**src/rtl/evt_snap_pkg.sv**
```systemverilog
package evt_snap_pkg;
    localparam int CNT_W     = 64;
    localparam int NUM_SRC   = 5;
    localparam int NUM_EVT   = 4;
    localparam int ADDR_W    = 8;
    localparam int DATA_W    = 8;
    localparam int WIN_BYTES = CNT_W / DATA_W;
    localparam int OFF_W     = $clog2(WIN_BYTES);

    localparam logic [ADDR_W-1:0] ADR_SNAP = 8'h00;
    localparam logic [ADDR_W-1:0] ADR_SEL  = 8'h01;
    localparam logic [ADDR_W-1:0] ADR_WIN  = 8'h02;

    typedef enum logic [2:0] {
        SRC_CYC   = 3'd0,
        SRC_INSTR = 3'd1,
        SRC_IRQ   = 3'd2,
        SRC_NMI   = 3'd3,
        SRC_WALL  = 3'd4
    } src_e;

    typedef logic [NUM_SRC-1:0][CNT_W-1:0] bank_t;
endpackage

```
**src/rtl/evt_live_ctrs.sv**
```systemverilog
module evt_live_ctrs
    import evt_snap_pkg::*;
#(
    parameter logic [CNT_W-1:0] NS_STEP = 64'd10
) (
    input  logic             clk,
    input  logic             rst_n,
    input  logic             instr_stb,
    input  logic             irq_stb,
    input  logic             nmi_stb,
    input  logic             time_load,
    input  logic [CNT_W-1:0] time_load_val,
    output bank_t            live
);
    bank_t            cnt_d, cnt_q;
    logic [NUM_EVT-1:0] inc;

    // cycle counter always steps; the others step on their strobe
    assign inc = {nmi_stb, irq_stb, instr_stb, 1'b1};

    always_comb begin
        cnt_d = cnt_q;
        for (int i = 0; i < NUM_EVT; i++) begin
            cnt_d[i] = cnt_q[i] + {{(CNT_W-1){1'b0}}, inc[i]};
        end
        if (time_load) cnt_d[SRC_WALL] = time_load_val;
        else           cnt_d[SRC_WALL] = cnt_q[SRC_WALL] + NS_STEP;
    end

    always_ff @(posedge clk) begin
        if (!rst_n) cnt_q <= '0;
        else        cnt_q <= cnt_d;
    end

    assign live = cnt_q;

    a_r2_cycle_step: assert property (@(posedge clk) disable iff (!rst_n)
        rst_n |=> cnt_q[SRC_CYC] == $past(cnt_q[SRC_CYC]) + 64'd1);
    a_r3_instr_step: assert property (@(posedge clk) disable iff (!rst_n)
        instr_stb |=> cnt_q[SRC_INSTR] == $past(cnt_q[SRC_INSTR]) + 64'd1);
    a_r3_irq_idle: assert property (@(posedge clk) disable iff (!rst_n)
        !irq_stb |=> $stable(cnt_q[SRC_IRQ]));
    a_r10_preset: assert property (@(posedge clk) disable iff (!rst_n)
        time_load |=> cnt_q[SRC_WALL] == $past(time_load_val));
endmodule

```
**src/rtl/evt_shadow_bank.sv**
```systemverilog
module evt_shadow_bank
    import evt_snap_pkg::*;
(
    input  logic  clk,
    input  logic  rst_n,
    input  logic  snap_stb,
    input  logic  time_valid,
    input  bank_t live,
    output bank_t shadow
);
    bank_t sh_d, sh_q;

    for (genvar g = 0; g < NUM_SRC; g++) begin : g_slot
        if (g == int'(SRC_WALL)) begin : g_wall
            // a failed time source freezes as all ones
            always_comb begin
                sh_d[g] = sh_q[g];
                if (snap_stb) sh_d[g] = time_valid ? live[g] : {CNT_W{1'b1}};
            end
        end else begin : g_evt
            always_comb begin
                sh_d[g] = sh_q[g];
                if (snap_stb) sh_d[g] = live[g];
            end
        end
    end

    always_ff @(posedge clk) begin
        if (!rst_n) sh_q <= '0;
        else        sh_q <= sh_d;
    end

    assign shadow = sh_q;

    a_r4_capture: assert property (@(posedge clk) disable iff (!rst_n)
        snap_stb |=> sh_q[SRC_CYC] == $past(live[SRC_CYC]));
    a_r12_hold: assert property (@(posedge clk) disable iff (!rst_n)
        !snap_stb |=> $stable(sh_q));
    a_r9_bad_time: assert property (@(posedge clk) disable iff (!rst_n)
        snap_stb && !time_valid |=> sh_q[SRC_WALL] == {CNT_W{1'b1}});
endmodule

```
**src/rtl/evt_read_port.sv**
```systemverilog
module evt_read_port
    import evt_snap_pkg::*;
(
    input  logic              clk,
    input  logic              rst_n,
    input  logic [ADDR_W-1:0] bus_addr,
    input  logic [DATA_W-1:0] bus_wdata,
    input  logic              bus_wr,
    input  logic              bus_rd,
    input  bank_t             shadow,
    output logic [DATA_W-1:0] rdata
);
    typedef struct packed {
        logic [DATA_W-1:0] sel;
        logic [DATA_W-1:0] rdata;
    } port_t;

    port_t             st_d, st_q;
    logic              in_win;
    logic [OFF_W-1:0]  off;
    logic [CNT_W-1:0]  picked;
    logic [ADDR_W-1:0] win_rel;

    assign win_rel = bus_addr - ADR_WIN;
    assign in_win  = (bus_addr >= ADR_WIN) && (win_rel < ADDR_W'(WIN_BYTES));
    assign off     = win_rel[OFF_W-1:0];

    always_comb begin
        picked = '0;
        if (st_q.sel < DATA_W'(NUM_SRC)) picked = shadow[st_q.sel[2:0]];
    end

    always_comb begin
        st_d       = st_q;
        st_d.rdata = '0;
        if (bus_wr && bus_addr == ADR_SEL) st_d.sel = bus_wdata;
        if (bus_rd) begin
            if (bus_addr == ADR_SEL) st_d.rdata = st_q.sel;
            else if (in_win)         st_d.rdata = picked[DATA_W*off +: DATA_W];
        end
    end

    always_ff @(posedge clk) begin
        if (!rst_n) st_q <= '0;
        else        st_q <= st_d;
    end

    assign rdata = st_q.rdata;

    a_r5_sel_store: assert property (@(posedge clk) disable iff (!rst_n)
        bus_wr && bus_addr == ADR_SEL |=> st_q.sel == $past(bus_wdata));
    a_r11_idle_zero: assert property (@(posedge clk) disable iff (!rst_n)
        !bus_rd |=> rdata == '0);
    a_r7_bad_sel: assert property (@(posedge clk) disable iff (!rst_n)
        bus_rd && in_win && st_q.sel >= DATA_W'(NUM_SRC) |=> rdata == '0);
    a_r8_unmapped: assert property (@(posedge clk) disable iff (!rst_n)
        bus_rd && !in_win && bus_addr != ADR_SEL |=> rdata == '0);
endmodule

```
**src/rtl/evt_snapshot_bank.sv**
```systemverilog
module evt_snapshot_bank
    import evt_snap_pkg::*;
#(
    parameter logic [63:0] NS_PER_CLK = 64'd10
) (
    input  logic        clk,
    input  logic        rst_n,
    input  logic [7:0]  bus_addr,
    input  logic [7:0]  bus_wdata,
    input  logic        bus_wr,
    input  logic        bus_rd,
    output logic [7:0]  bus_rdata,
    input  logic        instr_retired,
    input  logic        irq_taken,
    input  logic        nmi_taken,
    input  logic        time_load,
    input  logic [63:0] time_load_val,
    input  logic        time_valid
);
    bank_t live, shadow;
    logic  snap_stb;

    assign snap_stb = bus_wr && (bus_addr == ADR_SNAP);

    evt_live_ctrs #(.NS_STEP(NS_PER_CLK)) u_live (
        .clk           (clk),
        .rst_n         (rst_n),
        .instr_stb     (instr_retired),
        .irq_stb       (irq_taken),
        .nmi_stb       (nmi_taken),
        .time_load     (time_load),
        .time_load_val (time_load_val),
        .live          (live)
    );

    evt_shadow_bank u_shadow (
        .clk        (clk),
        .rst_n      (rst_n),
        .snap_stb   (snap_stb),
        .time_valid (time_valid),
        .live       (live),
        .shadow     (shadow)
    );

    evt_read_port u_port (
        .clk       (clk),
        .rst_n     (rst_n),
        .bus_addr  (bus_addr),
        .bus_wdata (bus_wdata),
        .bus_wr    (bus_wr),
        .bus_rd    (bus_rd),
        .shadow    (shadow),
        .rdata     (bus_rdata)
    );
endmodule

```
**config.mk**
```make
export PLATFORM = sky130hd
export DESIGN_NAME = evt_snapshot_bank
export DESIGN_NICKNAME = d
export VERILOG_FILES = /design/src/rtl/evt_snap_pkg.sv /design/src/rtl/evt_live_ctrs.sv /design/src/rtl/evt_shadow_bank.sv /design/src/rtl/evt_read_port.sv /design/src/rtl/evt_snapshot_bank.sv
export SDC_FILE = /design/constraint.sdc
export NUM_CORES = 1
export LEC_CHECK = 0
export BUFFER_PORTS_ARGS = -buffer_cell sky130_fd_sc_hd__buf_2
export CAP_MARGIN = 0
export CORE_MARGIN = 1
export CORE_UTILIZATION = 60
export DETAILED_ROUTE_END_ITERATION = 12
export HOLD_SLACK_MARGIN = 0.05
export PLACE_DENSITY = 0.86
export SLEW_MARGIN = 20
export SYNTH_ARGS = -nofsm -noshare
export SYNTH_HDL_FRONTEND = slang
export SYNTH_SLANG_ARGS = --single-unit
```
**constraint.sdc**
```tcl
create_clock -name clk -period 6.38 [get_ports clk]
set_clock_uncertainty 0.05 [all_clocks]
set_input_delay 0.638 -clock clk [delete_from_list [all_inputs] [get_ports clk]]
set_output_delay 0.638 -clock clk [all_outputs]
set_load 0.005 [all_outputs]
```
# Word level (Yosys, flattened, before mapping)

Cells that the tools add are included.

Logic and storage cells: 36
Output and inout bits: 8
Register bits after elaboration: 656

Shifts and indexed selects: 1
Reduce and logical (&&, ||, !) cells: 5
Mux-type cells: 7
Equality and inequality tests: 1
$lt $le $gt $ge: 4
Add/sub/neg operators: 6

Operator list:

| operator                | number |
|---|---|
| $mux W64                | 4 |
| $add A64 B1 Y64         | 3 |
| $bmux W64 S3            | 1 |
| $add A64 B1 Y64 const B | 1 |
| $add A64 B4 Y64 const B | 1 |
| $shiftx A64 B7 Y8       | 1 |
| $mux W8                 | 2 |
| $eq A8 B1 Y1 const B    | 1 |
| $ge A8 B2 Y1 const B    | 1 |
| $logic_not A8 Y1        | 1 |
| $lt A8 B3 Y1 const B    | 1 |
| $lt A8 B4 Y1 const B    | 1 |
| $sub A8 B2 Y8 const B   | 1 |
| $lt A3 B4 Y1 const B    | 1 |
| $logic_and A1 B1 Y1     | 3 |
| $reduce_and A2 Y1       | 1 |

# Depth between registers and ports, before layout

Word-level depth: 6
Depth in mapped cells: 10
Mapped depth without buffers: 8

# By module

From an unflattened synthesis, not the netlist that was laid out.

Cell total of the unflattened synthesis: 3377
Area, all modules: 31323.8 um2

Modules (own cells, without submodules):

| module            | cells an instance | times used | sequential area each (um2) | area an instance (um2) |
|---|---|---|---|---|
| evt_live_ctrs     | 1856              | 1          | 6406.1                     | 15386.0 |
| evt_shadow_bank   | 976               | 1          | 6406.1                     | 12021.5 |
| evt_read_port     | 542               | 1          | 320.3                      | 3887.5 |
| evt_snapshot_bank | 3                 | 1          | 0.0                        | 28.8 |

# Worst setup path before layout

No wires, ideal clock.

Path kind: input-to-reg
From: in instr_retired
To: reg u_live.cnt_q, in the netlist u_live.live[126]
Setup slack: 3614 ps
Cell stages on the path: 10
Setup time: 115 ps
Data arrival time: 2601 ps
Data required time: 6215 ps
Path through: ha_1 ha_1 nand3_1 nor3_1 and3_1 clkbuf_1 clkbuf_1 nand4_1 xnor2_1 and2_1

Word-level cells in the longest chain between the ends: 1

RTL lines:

| what                 | RTL line                | source |
|---|---|---|
| from (decl)          | evt_snapshot_bank.sv:13 | `input logic instr_retired,` |
| $add A64 B1 Y64      | evt_live_ctrs.sv:24     | `cnt_d[i] = cnt_q[i] + {{(CNT_W-1){1'b0}}, inc[i]};` |
| to (signal assigned) | evt_live_ctrs.sv:32     | `else cnt_q <= cnt_d;` |
| to (decl)            | evt_live_ctrs.sv:15     | `bank_t cnt_d, cnt_q;` |

No other way between the ends.
A chain may end at the register's enable or synchronous reset.

# Worst setup path after layout

From: reg u_port.st_q[8] (netlist bit)
To: reg u_port.st_q, in the netlist u_port.rdata[6]

Word-level cells in the longest chain between the ends: 6
Elaborated cells on any way between the ends: 7
Classes of those cells: order compare: 1; shift: 1; mux: 5

RTL lines:

| what                                                                 | RTL line            | source |
|---|---|---|
| from (decl)                                                          | evt_read_port.sv:18 | `port_t st_d, st_q;` |
| from (signal assigned)                                               | evt_read_port.sv:45 | `else st_q <= st_d;` |
| parallel branches: the longest is 2 deep, another holds $lt A8 B3 Y1 | -                   |  |
| $mux W64 *                                                           | evt_read_port.sv:30 | `if (st_q.sel < DATA_W'(NUM_SRC)) picked = shadow[st_q.sel[2:0]];` |
| $shiftx A64 B7 Y8 *                                                  | evt_read_port.sv:39 | `else if (in_win) st_d.rdata = picked[DATA_W*off +: DATA_W];` |
| $mux W8 *                                                            | evt_read_port.sv:39 |  |
| $mux W8 *                                                            | evt_read_port.sv:38 | `if (bus_addr == ADR_SEL) st_d.rdata = st_q.sel;` |

Mark *: on every way between the ends. The select of a mux whose other input is x is not followed.

==> flow_summary.toml <==
[sta]
fin_crit_ps = 3420
relSlewSlack = 0.269
worstMarginPinSlew_ps = 1090
clock.fmax_mhz = 293
slew_viol_final = 0
rsz0062_at_grt = "false"
period_share = 0.535
setup_tns_ps = 0
setup_viol = 0
hold_viol_final = 0

[floorplanning]
dieArea_mm2 = 0.0524
die_width_um = 229
die_y_um = 229
num_rows = 82
ioPinCount = 97
start_util = 0.613
core-area_mm2 = 0.0505

[synthesis]
ys.flop_type = "dfxtp_1"
synth.cell_area_mm2 = 0.0309
syn_inst = 3641
yosysWarnings = 0
synth_seq_cells = 656
syn_nets = 3739
yosysTopAreaCell = "dfxtp_1"
ys_types = 59
synth_area_leaders = "dfxtp_1 42%, nand2_1 8.3%, a21boi_0 6.9%"
yosys.area.top_type_share = 0.425
async_reset_ff_frac = 0
seq_area_frac_synth = 0.425
synth-edff-count = 0
avgSynthCellArea_um2 = 8.49

[grt]
grt_max_degree = 257
gr-total-overflow = 0
antenna_found_initial = 2
grt_pass1_vias = 23800
grt.total_usage = 0.297
grt_pass1_wl_mm = 127

[final_layout]
multi_input_area_mm2 = 0.0165
fin_nets = 3668
ff_latch_area_mm2 = 0.0131
drive_above_1_share = 0.0747
fin_cells = 4290
area_delta_synth_final_pct = 9.06
fillers = 3889

[route]
avgRoutedWirePerCell_um = 18.6
vias = 26100
routed_wl_mm = 79.7
postRouteAntennaNets = 0
drtIter0Drc = 2952
drc = 0
dr.pass1.iters = 6
vias_per_cell = 6.09

[clock_network]
hold_buffers = 0
path_clk_slew_ps = 60
clk_path_buf_depth = 3
h-tree-depth = 3
cts_sinks = 656
cts-root-buf = "clkbuf_16"
post_cts_buffers = 0
cts_resized = 0
cts_made_buffers = 66
worstSkewPairLatency_ps = 610
cts_tree = "built"

[power_and_ir_drop]
power.leakage_nw = 12.4
p_per_area_mw_per_mm2 = 248
design_power_total_mw = 8.38
vdd_drop_max_mv = 0.150

[setup_path]
cp.required_ps = 6810
end_kind = "flop"
path_class = "reg -> reg"
arrival_ps = 3840
critPathMaxFanout = 34
cp-start-kind = "flop"

[status]
status = "complete, no violations"

[placed_design]
placedCellCount = 4172
port_buffers = 96
dp_hpwl_mm = 51.5
place_congestion = 0.915

[job]
maxCapViolCount = 0

[worst_hold_path]
hold_class = "in -> reg"
## kinds of logic (layout without fill, tap and decap cells)
family / count (synthesis) / after routing / synth area share
flops: 656 / 656 / 0.425
xor+xnor: 265 / 265 / 0.0751
other cells: 0 / 2 / 0
mux: 97 / 97 / 0.0389
compound gates: 690 / 690 / 0.157
simple gates: 1600 / 1600 / 0.260
buf+inv: 324 / 299 / 0.0405
fa+ha+maj: 9 / 9 / 0.00364
## final cells by class
type                       count  area share
multi-input combinational   2661       0.491
sequential                   656       0.390
clock buffer                 104      0.0612
tap                          672      0.0249
timing repair buffer         120      0.0226
inverter                      65     0.00723
clock inverter                10     0.00382
antenna                        2    0.000148
## per-stage QoR
step | setup WS (ps) | hold slack [ps] | cell area, um^2 | util
floorplan | 3610 | 389 | 30900 | -
global placement | 2910 | 399 | 31500 | 0.623
detailed placement | 2770 | 406 | 31500 | 0.623
CTS | 3030 | 204 | 33700 | 0.667
global route | 2870 | 230 | 33700 | 0.668
finish | 2960 | 220 | 33700 | 0.668
## power breakdown
group / total [mW] / switching (mW) / internal [mW]
logic: 0.272 / 0.161 / 0.110
clock network: 3.93 / 1.60 / 2.34
registers: 4.17 / 0.0439 / 4.13
## synthesized netlist by cell type (all sizes together), types with 28 or more instances
| cell type | instances |
|---|---|
| a21boi | 285 |
| mux2i | 55 |
| nand3 | 135 |
| dfxtp | 656 |
| nor2 | 59 |
| xnor2 | 151 |
| o211a | 67 |
| and2 | 238 |
| nor3 | 89 |
| a21oi | 78 |
| clkbuf | 234 |
| nand2 | 688 |
| and3 | 40 |
| inv | 64 |
| nor4 | 63 |
| o21ai | 121 |
| nand3b | 65 |
| xor2 | 114 |
| o31ai | 32 |
| nand4 | 91 |
| nor2b | 28 |
| or3 | 29 |
## flip-flops by register name, indices dropped and copies added (netlist names)
signal,flops
u_live.live,320
u_shadow.shadow,320
u_port.rdata,8
u_port.st_q,8
## per-layer routing
metal,wire [um],GRT usage
met3,6850,0.0437
met4,3020,0.128
met5,13,0
met1,34100,0.411
met2,35700,0.462
## critical path, stage by stage (launching register included)
cell      delay [ps]
dfxtp_2          930
buf_4            540
mux4_2           370
nor2b_1          140
a211oi_1         550
a21oi_1          110
a211oi_1         430
o31ai_1          120
## path summary, 6_finish.rpt
check / slack (ps) / endpoint / cells after the start / start
worst min-delay path: 220 / u_live.live[280] / 2 / time_load_val[24]
worst min register to register: 410 / u_shadow.shadow[8] / 2 / u_shadow.shadow[8]
worst max-delay path: 2960 / u_port.rdata[6] / 7 / u_port.st_q[8]
worst max register to register: 2960 / u_port.rdata[6] / 7 / u_port.st_q[8]
## placed cells by master, fill, tap and decap left out, drive strengths merged, types with 27 or more instances in the layout
cell type,netlist,routed
nor3,89,89
dfxtp,656,656
or3,29,29
a21boi,285,285
nand2,688,688
and3,40,40
and2,238,238
mux2i,55,55
xnor2,151,151
nor2b,28,28
buf,25,120
nand3,135,135
o211a,67,67
clkbuf,234,104
nand2b,27,27
o21ai,121,121
o31ai,32,32
nand3b,65,65
inv,64,65
nand4,91,91
nor4,63,63
a21oi,78,78
xor2,114,114
nor2,59,59
No activity file was read; power rests on OpenSTA's default activity.
